**src/rtl/sprog_host.sv**
```systemverilog
module sprog_host #(
  parameter int SYS_PER_TGT = 1,
  parameter bit TGT_FAST    = 1'b0,
  parameter int HALF_DIV    = 4,
  parameter bit PULSE_RESET = 1'b1,
  parameter int RST_CYC     = 2,
  parameter int PWR_WAIT    = 2_000_000,
  parameter int BUSY_WAIT   = 450_000,
  parameter int MAX_TRIES   = 32
) (
  input  logic        clk,
  input  logic        rst_n,
  input  logic        req_valid,
  output logic        req_ready,
  input  logic [31:0] req_cmd,
  input  logic        req_wait,
  output logic        done,
  output logic [7:0]  done_data,
  output logic        en_ok,
  output logic        en_fail,
  output logic        tgt_reset,
  output logic        tgt_sck,
  output logic        tgt_mosi,
  input  logic        tgt_miso
);
  localparam int MIN_PH = TGT_FAST ? 3 * SYS_PER_TGT + 1 : (22 * SYS_PER_TGT) / 10 + 1;
  localparam int PHASE  = (HALF_DIV > MIN_PH) ? HALF_DIV : MIN_PH;
  localparam int RST_W  = (RST_CYC > 2 * SYS_PER_TGT) ? RST_CYC : 2 * SYS_PER_TGT;
  localparam int TMAX0  = (PWR_WAIT > BUSY_WAIT) ? PWR_WAIT : BUSY_WAIT;
  localparam int TMAX   = (TMAX0 > RST_W) ? TMAX0 : RST_W;
  localparam int TW     = $clog2(TMAX + 1);
  localparam int PW     = $clog2(PHASE + 1);
  localparam int NW     = $clog2(MAX_TRIES + 1);
  localparam logic [31:0] EN_CMD = 32'hAC53_0000;

  typedef enum logic [3:0] {
    S_PWR, S_RPULSE, S_WAIT, S_SHIFT, S_GAP, S_IDLE, S_BUSY, S_FAIL
  } st_t;

  st_t            st;
  logic [31:0]    tx;
  logic [15:0]    rx;
  logic [PW-1:0]  ph;
  logic [4:0]     bitn;
  logic [NW-1:0]  tries;
  logic [TW-1:0]  tmr;
  logic           is_en, waitf;

  assign tgt_mosi  = tx[31];
  assign req_ready = (st == S_IDLE);

  always_ff @(posedge clk or negedge rst_n) begin
    if (!rst_n) begin
      st        <= S_PWR;
      tgt_reset <= 1'b0;
      tgt_sck   <= 1'b0;
      tx        <= '0;
      rx        <= '0;
      ph        <= '0;
      bitn      <= '0;
      tries     <= '0;
      tmr       <= '0;
      is_en     <= 1'b0;
      waitf     <= 1'b0;
      done      <= 1'b0;
      done_data <= '0;
      en_ok     <= 1'b0;
      en_fail   <= 1'b0;
    end else begin
      done <= 1'b0;
      unique case (st)
        S_PWR: begin
          tmr <= '0;
          if (PULSE_RESET) begin
            tgt_reset <= 1'b1;
            st        <= S_RPULSE;
          end else begin
            st <= S_WAIT;
          end
        end
        S_RPULSE: begin
          if (tmr == TW'(RST_W - 1)) begin
            tgt_reset <= 1'b0;
            tmr       <= '0;
            st        <= S_WAIT;
          end else begin
            tmr <= tmr + 1'b1;
          end
        end
        S_WAIT: begin
          if (tmr == TW'(PWR_WAIT - 1)) begin
            tx    <= EN_CMD;
            is_en <= 1'b1;
            bitn  <= '0;
            ph    <= '0;
            st    <= S_SHIFT;
          end else begin
            tmr <= tmr + 1'b1;
          end
        end
        S_SHIFT: begin
          if (ph == PW'(PHASE - 1)) begin
            ph <= '0;
            if (!tgt_sck) begin
              tgt_sck <= 1'b1;
              rx      <= {rx[14:0], tgt_miso};
            end else begin
              tgt_sck <= 1'b0;
              tx      <= {tx[30:0], 1'b0};
              if (bitn != 5'd31) begin
                bitn <= bitn + 1'b1;
              end else if (is_en) begin
                if (rx[15:8] == EN_CMD[23:16]) begin
                  en_ok <= 1'b1;
                  st    <= S_IDLE;
                end else if (tries == NW'(MAX_TRIES - 1)) begin
                  en_fail <= 1'b1;
                  st      <= S_FAIL;
                end else begin
                  tries <= tries + 1'b1;
                  st    <= S_GAP;
                end
              end else begin
                done      <= 1'b1;
                done_data <= rx[7:0];
                tmr       <= '0;
                st        <= (waitf && BUSY_WAIT > 0) ? S_BUSY : S_IDLE;
              end
            end
          end else begin
            ph <= ph + 1'b1;
          end
        end
        S_GAP: begin
          if (ph == PW'(PHASE - 1)) begin
            ph <= '0;
            if (!tgt_sck) begin
              tgt_sck <= 1'b1;
            end else begin
              tgt_sck <= 1'b0;
              tx      <= EN_CMD;
              bitn    <= '0;
              st      <= S_SHIFT;
            end
          end else begin
            ph <= ph + 1'b1;
          end
        end
        S_IDLE: begin
          if (req_valid) begin
            tx    <= req_cmd;
            waitf <= req_wait;
            is_en <= 1'b0;
            bitn  <= '0;
            ph    <= '0;
            st    <= S_SHIFT;
          end
        end
        S_BUSY: begin
          if (tmr == TW'(BUSY_WAIT - 1)) st <= S_IDLE;
          else tmr <= tmr + 1'b1;
        end
        S_FAIL: ;
        default: st <= S_FAIL;
      endcase
    end
  end
endmodule

```
**config.mk**
```make
export PLATFORM = sky130hd
export DESIGN_NAME = sprog_host
export DESIGN_NICKNAME = d
export VERILOG_FILES = /design/src/rtl/sprog_host.sv
export SDC_FILE = /design/constraint.sdc
export NUM_CORES = 1
export LEC_CHECK = 0
export ABC_AREA = 1
export BUFFER_PORTS_ARGS = -buffer_cell sky130_fd_sc_hd__buf_2
export CORE_MARGIN = 8
export CORE_UTILIZATION = 60
export DETAILED_ROUTE_END_ITERATION = 7
export PLACE_DENSITY = 0.81
export SLEW_MARGIN = 0
export SYNTH_ARGS = -nofsm -noshare
export SYNTH_HDL_FRONTEND = slang
export SYNTH_SLANG_ARGS = --single-unit
```
**constraint.sdc**
```tcl
create_clock -name clk -period 2.4 [get_ports clk]
set_input_delay 0.72 -clock clk [delete_from_list [all_inputs] [get_ports clk]]
set_output_delay 0.72 -clock clk [all_outputs]
set_load 0.1 [all_outputs]
```
==> results.toml <==
[critical_path]
crit_path_end_kind = "register"
reg2reg_to = "tmr[4]$_DFFE_PN0P_"
worstReg2RegStart = "bitn[0]$_DFFE_PN0P_"
startpoint_type = "register"
critPathRequiredTime_ns = 2.66
path_max_fanout = 15
rrSetupSlack_ns = 0.18
arrival_ns = 2.48
r2r_cells = 11
crit_type = "register to register"
cp-startpoint = "bitn[0]$_DFFE_PN0P_"

[synthesis]
synth-edff-count = 0
synth_commonest_cells = "nand2_1, dfrtp_1, nor2_1, inv_1, nand3_1"
synth_compound_area_share_pct = 11.8
synthXorXnorAreaFrac_pct = 1.86
syn-num-nets = 781
syn_area_per_cell_um2 = 7.67
synth_top_family_by_area = "simple AND/OR/NAND/NOR gates"
synth_top_area_share_pct = 44.7
synth-async-reset-ratio_pct = 100
synth_most_common_cell = "nand2_1"
yosys_warnings = 0
yosys.area_share.simple_pct = 31.8
yosysUniqueCellTypes = 35
syn-cell-area_um2 = 5650
synthCells = 737
synth_area_leaders = "dfrtp_1, nand2_1, nor2_1"
ys_ff_latch = 101
yosys.area_share.adder_pct = 1.55
yosysTopAreaCell = "dfrtp_1"
ys.flop_type = "dfrtp_1"
ys_seq_area_share_pct = 44.7
synth_mux_area_share_pct = 0.199

[final_layout]
fillers = 777
fin_util_pct = 67.6
stdcell_area_um2 = 6210
syn_to_final_growth_pct = 10.0
drive_gt1_share_pct = 14.4
finalNetCount = 829
n_antenna_cell = 0

[grt]
grt_util_all_layers_pct = 21.0
grt_pass1_wl_um = 22100
grt_start_max_net_pins = 51
grt-ovfl-total = 0
grt_pass1_vias = 4871
grt_antenna_before_repair = 0

[routing]
vias = 5006
wl_per_cell_um = 14.4
via_per_inst = 5.56
drc = 0
final_antenna_net_count = 0
firstDrtPassIters = 5
drt_first_iter_violations = 403
routed_wl_um = 13000

[floorplan]
die_y_um = 113
start_util_pct = 61.4
num_rows = 35
core_um2 = 9200
die_w_um = 113
die_area_um2 = 12800
top_level_ports = 52

[clocking]
clock_path_buffers = 2
cts_max_level = 3
clock_latency_ns = 0.38
cts_buffers = 9
cts.sinks = 101
cts_tree = "built"
cts-root-buf = "clkbuf_8"
clkTransAtPathRegs_ns = 0.10

[min_path]
hold_path_class = "input port to async pin"

[power_and_ir_drop]
p_per_area_nw_per_um2 = 454
vdd_ir_drop_max_uv = 481
leakagePower_nw = 3.19
p_total_mw = 2.82

[sta]
min_period_ns = 2.22
fin_crit_sh_pct = 92.3
setup_viol = 0
hold_violations = 0
setup_tns_ns = 0
skew_ns = 0.0122
holdWs_ns = 0.312
drv_slew = 0
clock.fmax_mhz = 451
rsz0062_at_grt = "false"
tightest_slew_ns = 0.536
slew-limit-headroom_pct = 64.3

[placement]
dp_hpwl_um = 9290
place_congestion = 0.938
io_buffers = 51
place_area_um2 = 6010

[status]
status = "finished, final reports clean"

[run]
maxCapViolations = 0
[kinds of logic after synthesis]
family | Yosys count
multiplexers | 1
buffers and inverters | 101
AO/OA/AOI/OAI | 104
adder cells (fa/ha/maj) | 7
AND/OR/NAND/NOR | 411
flip-flops | 101
XOR/XNOR | 12
[per-layer routing]
metal  part of all wire, %  track usage, %  up-vias
met5                     0               0        -
met4                   1.4            6.22        0
met3                   6.0            5.75       16
met2                    49            34.3      129
met1                    44            26.7     2378
li1                      -               -     2483
[layout by cell type (no fill, tap or decap), drive strengths merged, types with 7 or more instances in the layout]
cell type and n:
a211oi 9, a21oi 10, a22o 23, buf 64, clkbuf 10, dfrtp 101
ha 7, inv 75, nand2 236, nand3 60, nand4 12, nor2 89
nor3 7, o211ai 8, o21ai 46, o21bai 7, xor2 9
[timing repair]
item                       CTS  global route
setup buffers                0             0
gates resized for setup      0             2
hold buffers                 0             0
setup endpoints to repair    0            21
[sequential cells by signal, indices dropped and copies added (netlist names)]
signal     cells
bitn           5
done           1
done_data      8
en_fail        1
en_ok          1
is_en          1
ph             3
rx            16
st             3
tgt_reset      1
tgt_sck        1
tmr           21
tries          6
tx            32
waitf          1
[worst max-delay path, cell delays in order, from the launching register on]
cell and delay (ns):
dfrtp_1 0.40, ha_1 0.20, nand2_1 0.08, nor2_1 0.10, ha_1 0.23, nand2_1 0.07, nor2_1 0.17, a21oi_1 0.12
nor2_2 0.27, nand2_2 0.27, nand2_1 0.13, o21ai_1 0.07
[cell type report]
cell class	count	area, um^2	area share (%)
clock inverters	6	56.3	0.906
multi-input cells	536	2690	43.2
inverters	73	274	4.41
clock buffers	10	138	2.21
flip-flops and latches	101	2530	40.7
well taps	111	139	2.23
repair buffers	64	395	6.36
[worst max path at each step]
| stage | cells after the start | to | slack, ns |
|---|---|---|---|
| finish | 11 | tmr[4]$_DFFE_PN0P_ | 0.18 |
| global placement | 11 | tmr[14]$_DFFE_PN0P_ | 0.28 |
| CTS | 10 | tmr[14]$_DFFE_PN0P_ | 0.13 |
| floorplan | 5 | req_ready | 0.27 |
| detailed placement | 11 | tmr[4]$_DFFE_PN0P_ | 0.17 |
| global route | 11 | tmr[4]$_DFFE_PN0P_ | 0.03 |
[report_power, final]
group	total [mW]	internal [mW]	switching (mW)
Clock	1.05	0.423	0.624
Combinational	0.0716	0.0273	0.0443
Sequential	1.70	1.70	0.000676
Total	2.82	2.15	0.669
[per-stage QoR]
| step | setup slack, ns | cells |
|---|---|---|
| after global placement | 0.282 | 884 |
| after detailed placement | 0.166 | 884 |
| after global routing | 0.0270 | 901 |
| after CTS | 0.130 | 900 |
| final | 0.185 | 901 |
| after floorplan | 0.273 | 737 |
Power figures use the tool's default switching activity.
